==> src/rtl/keypanel_serial_pkg.sv <==
package keypanel_serial_pkg;

  typedef enum logic [1:0] {
    PH_ADDR  = 2'd0,
    PH_WRITE = 2'd1,
    PH_READ  = 2'd2,
    PH_SKIP  = 2'd3
  } phase_t;

  // strobes from the control FSM to the datapath, each valid for one cycle
  typedef struct packed {
    logic addrShift;
    logic wrShift;
    logic rdLoad;
    logic rdShift;
    logic wrCommit;
  } strobe_t;

endpackage

==> src/rtl/keypanel_serial_ctl.sv <==
module keypanel_serial_ctl
  import keypanel_serial_pkg::*;
#(
  parameter logic [7:0] ADDR_WR = 8'h42,
  parameter logic [7:0] ADDR_RD = 8'h43,
  parameter int WR_LEN = 54,
  parameter int RD_LEN = 31
) (
  input  logic       clk,
  input  logic       porN,
  input  logic       busCe,
  input  logic       busClk,
  input  logic [7:0] addrByte,
  output strobe_t    strb,
  output logic       rdActive,
  output logic       keyReadDone
);

  localparam int CNT_MAX = WR_LEN + 1;
  localparam int CNT_W   = $clog2(CNT_MAX + 1);
  localparam logic [CNT_W-1:0] CNT_ADDR = CNT_W'(8);
  localparam logic [CNT_W-1:0] CNT_WR   = CNT_W'(WR_LEN);
  localparam logic [CNT_W-1:0] CNT_RD   = CNT_W'(RD_LEN);
  localparam logic [CNT_W-1:0] CNT_SAT  = CNT_W'(CNT_MAX);

  logic ceQ, clkQ;
  logic ceRise, ceFall, sclkRise, sclkFall;
  logic [CNT_W-1:0] bitCnt;
  phase_t phase, nextData;

  always_ff @(posedge clk or negedge porN) begin
    if (!porN) begin
      ceQ  <= 1'b0;
      clkQ <= 1'b0;
    end else begin
      ceQ  <= busCe;
      clkQ <= busClk;
    end
  end

  assign ceRise   = busCe & ~ceQ;
  assign ceFall   = ~busCe & ceQ;
  assign sclkRise = busClk & ~clkQ;
  assign sclkFall = ~busClk & clkQ;

  // decode of the captured address at the start of the data phase
  always_comb begin
    nextData = PH_SKIP;
    if (bitCnt == CNT_ADDR) begin
      if (addrByte == ADDR_WR)      nextData = PH_WRITE;
      else if (addrByte == ADDR_RD) nextData = PH_READ;
    end
  end

  always_ff @(posedge clk or negedge porN) begin
    if (!porN) begin
      phase       <= PH_ADDR;
      bitCnt      <= '0;
      keyReadDone <= 1'b0;
    end else begin
      keyReadDone <= ceFall && (phase == PH_READ) && (bitCnt == CNT_RD);
      if (ceRise) begin
        phase  <= nextData;
        bitCnt <= '0;
      end else if (ceFall) begin
        phase  <= PH_ADDR;
        bitCnt <= '0;
      end else if (sclkRise && bitCnt != CNT_SAT) begin
        bitCnt <= bitCnt + 1'b1;
      end
    end
  end

  always_comb begin
    strb           = '0;
    strb.addrShift = sclkRise & ~busCe & ~ceQ;
    strb.wrShift   = sclkRise & busCe & ceQ & (phase == PH_WRITE);
    strb.rdLoad    = ceRise & (nextData == PH_READ);
    strb.rdShift   = sclkFall & busCe & ceQ & (phase == PH_READ);
    strb.wrCommit  = ceFall & (phase == PH_WRITE) & (bitCnt == CNT_WR);
  end

  assign rdActive = (phase == PH_READ);

endmodule

==> src/rtl/keypanel_serial_dp.sv <==
module keypanel_serial_dp
  import keypanel_serial_pkg::*;
#(
  parameter int DISP_BITS = 90,
  parameter int KEY_BITS  = 30,
  parameter int CTRL_BITS = 7
) (
  input  logic                 clk,
  input  logic                 porN,
  input  logic                 resN,
  input  logic                 busCe,
  input  logic                 busDi,
  input  strobe_t              strb,
  input  logic                 rdActive,
  input  logic [KEY_BITS-1:0]  keyData,
  input  logic                 sleepAck,
  input  logic                 keyReq,
  output logic [7:0]           addrByte,
  output logic                 busDoN,
  output logic [DISP_BITS-1:0] dispData,
  output logic [1:0]           sleepSel,
  output logic [1:0]           keySel,
  output logic [1:0]           portSel,
  output logic                 segBlank
);

  localparam int HALF   = DISP_BITS / 2;
  localparam int WR_LEN = HALF + CTRL_BITS + 2;
  localparam int RD_LEN = KEY_BITS + 1;

  logic [WR_LEN-1:0]    wrSr;
  logic [RD_LEN-1:0]    rdSr;
  logic [CTRL_BITS-1:0] ctrlReg;
  logic [DISP_BITS-1:0] dispAll;
  logic [1:0]           frameId;

  always_ff @(posedge clk or negedge porN) begin
    if (!porN) begin
      addrByte <= '0;
      wrSr     <= '0;
      rdSr     <= '1;
    end else begin
      if (strb.addrShift) addrByte <= {busDi, addrByte[7:1]};
      if (strb.wrShift)   wrSr     <= {busDi, wrSr[WR_LEN-1:1]};
      if (strb.rdLoad)
        rdSr <= resN ? {sleepAck, keyData} : '0;
      else if (strb.rdShift)
        rdSr <= {1'b1, rdSr[RD_LEN-1:1]};
    end
  end

  assign frameId = {wrSr[WR_LEN-1], wrSr[WR_LEN-2]};

  // one latch per display half, selected by the frame id
  for (genvar h = 0; h < 2; h++) begin : g_half
    logic [HALF-1:0] halfReg;
    always_ff @(posedge clk or negedge porN) begin
      if (!porN)
        halfReg <= '0;
      else if (strb.wrCommit && frameId == 2'(h))
        halfReg <= wrSr[HALF-1:0];
    end
    assign dispAll[h*HALF +: HALF] = halfReg;
  end

  always_ff @(posedge clk or negedge porN) begin
    if (!porN)
      ctrlReg <= '0;
    else if (strb.wrCommit && frameId == 2'd0)
      ctrlReg <= wrSr[HALF +: CTRL_BITS];
  end

  assign sleepSel = ctrlReg[1:0];
  assign keySel   = ctrlReg[3:2];
  assign portSel  = ctrlReg[5:4];
  assign segBlank = ctrlReg[6];

  assign dispData = (resN && !segBlank) ? dispAll : '0;

  always_comb begin
    if (!resN)         busDoN = 1'b1;
    else if (rdActive) busDoN = rdSr[0];
    else if (busCe)    busDoN = 1'b1;
    else               busDoN = ~keyReq;
  end

endmodule

==> src/rtl/keypanel_serial_slave.sv <==
module keypanel_serial_slave
  import keypanel_serial_pkg::*;
#(
  parameter int DISP_BITS = 90,
  parameter int KEY_BITS  = 30,
  parameter int CTRL_BITS = 7,
  parameter logic [7:0] ADDR_WR = 8'h42,
  parameter logic [7:0] ADDR_RD = 8'h43
) (
  input  logic                 clk,
  input  logic                 porN,
  input  logic                 resN,
  input  logic                 busCe,
  input  logic                 busClk,
  input  logic                 busDi,
  output logic                 busDoN,
  input  logic [KEY_BITS-1:0]  keyData,
  input  logic                 sleepAck,
  input  logic                 keyReq,
  output logic                 keyReadDone,
  output logic [DISP_BITS-1:0] dispData,
  output logic [1:0]           sleepSel,
  output logic [1:0]           keySel,
  output logic [1:0]           portSel,
  output logic                 segBlank
);

  localparam int WR_LEN = DISP_BITS / 2 + CTRL_BITS + 2;
  localparam int RD_LEN = KEY_BITS + 1;

  strobe_t    strb;
  logic       rdActive;
  logic [7:0] addrByte;

  keypanel_serial_ctl #(
    .ADDR_WR(ADDR_WR), .ADDR_RD(ADDR_RD), .WR_LEN(WR_LEN), .RD_LEN(RD_LEN)
  ) u_ctl (
    .clk(clk), .porN(porN), .busCe(busCe), .busClk(busClk),
    .addrByte(addrByte), .strb(strb), .rdActive(rdActive),
    .keyReadDone(keyReadDone)
  );

  keypanel_serial_dp #(
    .DISP_BITS(DISP_BITS), .KEY_BITS(KEY_BITS), .CTRL_BITS(CTRL_BITS)
  ) u_dp (
    .clk(clk), .porN(porN), .resN(resN), .busCe(busCe), .busDi(busDi),
    .strb(strb), .rdActive(rdActive), .keyData(keyData),
    .sleepAck(sleepAck), .keyReq(keyReq), .addrByte(addrByte),
    .busDoN(busDoN), .dispData(dispData), .sleepSel(sleepSel),
    .keySel(keySel), .portSel(portSel), .segBlank(segBlank)
  );

endmodule

==> config.mk <==
export PLATFORM = sky130hd
export DESIGN_NAME = keypanel_serial_slave
export DESIGN_NICKNAME = d
export VERILOG_FILES = /design/src/rtl/keypanel_serial_pkg.sv /design/src/rtl/keypanel_serial_ctl.sv /design/src/rtl/keypanel_serial_dp.sv /design/src/rtl/keypanel_serial_slave.sv
export SDC_FILE = /design/constraint.sdc
export NUM_CORES = 1
export LEC_CHECK = 0
export BUFFER_PORTS_ARGS = -buffer_cell sky130_fd_sc_hd__clkbuf_2
export CORE_MARGIN = 2
export CORE_UTILIZATION = 50
export CTS_CLUSTER_SIZE = 25
export DETAILED_ROUTE_END_ITERATION = 7
export MAX_ROUTING_LAYER = met4
export PLACE_DENSITY = 0.72
export SLEW_MARGIN = 10
export SYNTH_ARGS = -nofsm -noshare
export SYNTH_HDL_FRONTEND = slang
export SYNTH_SLANG_ARGS = --single-unit
==> constraint.sdc <==
create_clock -name clk -period 4.5 [get_ports clk]
set_input_delay 0.45 -clock clk [delete_from_list [all_inputs] [get_ports clk]]
set_output_delay 0.45 -clock clk [all_outputs]
set_load 0.03 [all_outputs]
# == Word-level counts from Yosys, hierarchy flattened ==
# Cells that the tools add are included.
# classes
addsub,1
mul,0
div_mod_pow,0
magnitude_cmp,0
eq_ne,10
n_shift,0
muxes,15
n_bitwise,20
reduce_logical,11
# op_table
op,count
2-to-1 mux 31 bit,3
2-to-1 mux 90 bit,1
2-to-1 mux 6 bit,3
"equality test 8 x 7 -> 1 bit, second input constant",2
bitwise AND 1 bit,15
2-to-1 mux 2 bit,4
"adder 6 x 1 -> 6 bit, second input constant",1
"equality test 6 x 4 -> 1 bit, second input constant",1
"equality test 6 x 5 -> 1 bit, second input constant",1
"equality test 6 bit, second input constant",1
logical AND 1 bit,6
"!= test 6 bit, second input constant",1
NOT 1 bit,5
"equality test 2 x 1 -> 1 bit, second input constant",2
"equality test 2 bit, second input constant",2
2-to-1 mux 1 bit,4
nonzero test 2 bit,2
nonzero test 3 bit,1
zero test 2 bit,1
zero test 1 bit,1
# word_totals
reg_bits,201
latchBits,0
ramBits,0
mem_bits_ro,0
out_inout_bits,99
memories,0

# == Longest topological paths before layout ==
# depth
word_depth,7
ltp_mapped,8
ltp_nobuf,6

# == Modules after synthesis ==
# A second synthesis with hierarchy kept.
# hier_totals
cells_unflattened,618
area_unflattened_um2,8680.8
# modules_own_cells
mod,instances,cells_per_inst,area_per_inst_um2,seq_area_each_um2
keypanel_serial_dp,1,546,8006.4,4793.3
keypanel_serial_ctl,1,72,674.4,275.3

# == Least setup slack after synthesis ==
# OpenSTA, ideal clock, no wires.
# synth_path
kind,input port to flip-flop
startpoint,input busCe
endpoint,register u_dp.ctrlReg[0]
setup_ps,125
t_arrival_ps,1893
required_time_ps,4375
slack_ps,2482
path_stages,8
n_path_buf,2
cell_sequence,clkbuf_1 inv_1 ha_1 and3b_1 nand3_1 nor2_2 buf_6 mux2_2
# synth_via
elab_chain_cells,5
# synth_rtl
item,line,source
start: declaration,keypanel_serial_slave.sv:13,"input logic busCe,"
NOT 1 bit,keypanel_serial_ctl.sv:42,assign ceFall = ~busCe & ceQ;
bitwise AND 1 bit,keypanel_serial_ctl.sv:42,
bitwise AND 1 bit (2 in a row),keypanel_serial_ctl.sv:80,strb.wrCommit = ceFall & (phase == PH_WRITE) & (bitCnt == CNT_WR);
logical AND 1 bit,keypanel_serial_dp.sv:69,else if (strb.wrCommit && frameId == 2'd0)
end signal: assignment,keypanel_serial_dp.sv:70,ctrlReg <= wrSr[HALF +: CTRL_BITS];
end: declaration,keypanel_serial_dp.sv:33,logic [CTRL_BITS-1:0] ctrlReg;
# No other way between the ends.
# A chain may end at the register's enable or synchronous reset.

# == Worst setup path after layout ==
# layout_path
startpoint,input resN
endpoint,output dispData[74]
# layout_via
elab_chain_cells,2
# layout_rtl
item,line,source
start: declaration,keypanel_serial_slave.sv:12,"input logic resN,"
logical AND 1 bit,keypanel_serial_dp.sv:78,assign dispData = (resN && !segBlank) ? dispAll : '0;
2-to-1 mux 90 bit,keypanel_serial_dp.sv:78,
end: declaration,keypanel_serial_slave.sv:21,"output logic [DISP_BITS-1:0] dispData,"
# No other way between the ends.

==> results by group <==
Yosys
  – Synth top area cells: dfrtp_1 48%, mux2_2 20%, dfstp_2 9.3%
  – Syn Inst Count: around 640
  – Most used DFF post-synth: dfrtp_1
  – Syn Nets: a little under 700
  – Yosys warns: 0
  – Post-Synth Simple-Gate Area: a little over a tenth
  – Number of synthesized flops with an enable pin: 0
  – Syn Std Cell Area: 8800 sq um
  – Largest family of logic cells by synthesized area: multiplexers
  – Post-Synth Adder-Cell Area: 0.711%
  – Area leader, netlist: dfrtp_1
  – Compound-Gate Fraction of Synth Area: 0.526%
  – Synth async-reset ratio: 100%
  – Share of the synthesized area in the top cell type: 48.3%
  – Syn Area/Cell: around 14 sq um
  – Register bit count reported by yosys: about 200
  – Mux cell area share after synthesis: 27.4%
  – Register area share after synthesis: a little under three fifths
  – Post-Synth XOR/XNOR Area: less than 1%
  – Library cells used by synthesis: 37

Final layout
  – Share of cells above drive strength 1: 48.3%
  – # diodes: 0
  – Most frequent cells in the layout: 170 x dfrtp_1, 159 x mux2_2, 135 x clkbuf_2
  – Nets: between 800 and 900
  – Commonest non-fill, non-tap cell in the layout: dfrtp_1
  – Layout area overhead: 16.9%

Power and ir drop
  – Comb power frac: 4.0%
  – Clock power frac: approximately 45%
  – PD cells: about 350 nW/um^2
  – Sw power: around 0.8 mW
  – Switching fraction of total power: between 20 and 25%
  – P_leak: 5.68 nW
  – Sequential share of power: 51.5%
  – Internal Pwr Total: between 2 and 3 mW
  – Total power: approximately 3.6 mW
  – Max IR drop VDD: approximately 0.0003 V

STA
  – Post-route minimum period: about 3100 ps
  – Normalized max-slew margin: 27.9%
  – Clock skew: 6.58 ps
  – Smallest hold slack: between 100 and 150 ps
  – Max-slew violation count: 0
  – Final setup TNS: 0 ps
  – Final Cycle Share: between 60 and 70%
  – Fmax: roughly 0.32 GHz
  – Final Hold Fails: 0
  – # setup viols final: 0
  – Least-Margin Pin Slew: 1080 ps
  – Unrepaired setup endpoints after global routing: no

Clock tree
  – H-tree levels: 1
  – TritonCTS Buffers: 21
  – Post-CTS sizing: 0
  – CTS sink cnt: approximately 200
  – Root buffer cell: clkbuf_16
  – Clk buf depth: 3
  – Clock Latency Late Sink: about 480 ps
  – Setup Fix Bufs, Post-CTS: 0
  – Hold-fix buffers, CTS: 0
  – CTS tree: yes
  – Clk pin slew, worst setup/hold paths: 50 ps

Routing
  – Antenna Violating Nets Remaining: 0
  – Detailed Route WL: between 15 and 20 mm
  – Vias per inst: 5.13
  – DR WL/cell: 16.2 um
  – Initial DRC count: about 160
  – Via Count: approximately 5,200
  – Drt drc: 0
  – DRT Pass-1 Iters: 4

Setup path
  – Slowest cell delay on critical path: between 900 and 1000 ps
  – Crit-path max FO: 61
  – Critical path, cell by cell: clkbuf_2 -> nor2b_4 -> buf_4 -> and2_1 -> clkbuf_2
  – Crit path DAT: approximately 2700 ps
  – Most frequent CP cell: clkbuf_2
  – CP max stage cell: nor2b_4
  – Critical path class: in -> out
  – Critical path endpoint category: output pin
  – Critical path buffer and inverter count: 3
  – CP Data Required Time: 4050 ps
  – Crit-path leading delay family: simple AND/OR/NAND/NOR gates
  – R2R Setup Slk: between 1500 and 2000 ps
  – CP Launch Type: input port

GRT
  – Largest net degree at the start of global routing: 126
  – Initial antenna violation count: 0
  – Vias in the first global route: roughly 5,300
  – Tot GR Track Use: around 18%
  – Remaining Overflow, GRT: 0
  – First-pass GRT wire length: about 26 mm

Floorplan
  – Starting Density: roughly 50%
  – CORE AREA: 17,200 sq um
  – Boundary Pins: 137
  – # rows: 48
  – Die ar.: about 19,000 sq um
  – Die Ht: ~140 um
  – Die W: between 100 and 150 um

Placement
  – DP HPWL: roughly 11 mm
  – Port buffer count: approximately 140
  – GP Congestion: between 0.7 and 0.8

Flow run
  – Max Cap Viol: 0

Worst hold path
  – HP Class: in -> async

Status
  – Outcome: complete, no violations
-- per-stage QoR --
step | std cells | setup slack [ps] | instance area, sq um | util (%)
6_report | 1007 | 1360 | 10300 | 59.7
5_1_grt | 1007 | 1090 | 10300 | 59.7
4_1_cts | 1007 | 1300 | 10300 | 59.7
3_5_place_dp | 970 | 1320 | 9640 | 55.9
3_3_place_gp | 970 | 1460 | 9640 | 55.9
2_1_floorplan | 638 | 2480 | 8800 | -
-- final timing paths --
| kind | start | to | depth (start not counted) |
|---|---|---|---|
| worst max-delay path | resN | dispData[74] | 5 |
| worst min register to register | u_dp.g_half[1].halfReg[9]$_DFFE_PN0P_ | u_dp.g_half[1].halfReg[9]$_DFFE_PN0P_ | 1 |
| worst min-delay path | porN | u_dp.g_half[1].halfReg[38]$_DFFE_PN0P_ | 1 |
| max in group asynchronous | porN | u_dp.g_half[0].halfReg[22]$_DFFE_PN0P_ | 2 |
| worst max register to register | u_ctl.bitCnt[0]$_DFFE_PN0P_ | u_dp.g_half[1].halfReg[29]$_DFFE_PN0P_ | 6 |
| min in group clk | busClk | u_ctl.clkQ$_DFF_PN0_ | 1 |
-- synthesized netlist by cell type, types with 2 or more instances --
cell type,count
nand2b_1,2
mux2_2,159
nor2_1,5
inv_1,4
nand4_1,2
nand3_1,5
clkbuf_1,19
dfrtp_1,170
and2_1,90
a21oi_1,2
mux2i_1,62
or4b_4,2
buf_2,9
and4b_1,2
nand2_1,36
buf_6,8
nor4_1,2
dfstp_2,31
ha_1,5
nor2b_1,4
xnor2_1,3
-- power groups by stage --
stage / Sequential, mW / Combinational, mW / Clock [mW]
2_1_floorplan: 1.89 / 0.0799 / 0
3_3_place_gp: 1.90 / 0.145 / 0
3_5_place_dp: 1.90 / 0.150 / 0
4_1_cts: 1.87 / 0.151 / 1.67
5_1_grt: 1.87 / 0.168 / 1.75
6_report: 1.87 / 0.146 / 1.62
-- layout make-up --
type,instances,area [sq um]
Fill cell,1389,6950
Sequential cell,201,5070
Multi-Input combinational cell,397,3530
Timing Repair Buffer,143,742
Clock buffer,27,598
Tap cell,225,282
Clock inverter,10,51.3
Inverter,4,15.0
-- registers in the layout, summed over array words and instances (netlist names) --
name / cells
u_ctl.bitCnt: 6
u_dp.addrByte: 8
u_ctl.ceQ: 1
u_dp.rdSr: 31
u_ctl.clkQ: 1
u_ctl.phase: 2
u_dp.g_half.halfReg: 90
u_dp.wrSr: 54
u_ctl.keyReadDone: 1
u_dp.ctrlReg: 7
-- per-layer routing --
| metal | vias up | wire, um | GRT usage (%) |
|---|---|---|---|
| met1 | 2590 | 7230 | 23.5 |
| met2 | 92 | 8160 | 30.5 |
| met3 | 27 | 520 | 2.63 |
| met5 | - | 0 | - |
| li1 | 2452 | - | - |
| met4 | 0 | 381 | 4.51 |
-- cells by family (layout without fill, tap and decap cells) --
logic type	after synthesis	in the layout
xor+xnor	4	4
compound gates	7	7
flops	201	201
mux	221	221
fa+ha+maj	5	5
simple gates	160	160
buf+inv	40	184
No activity file was read; power rests on OpenSTA's default activity.
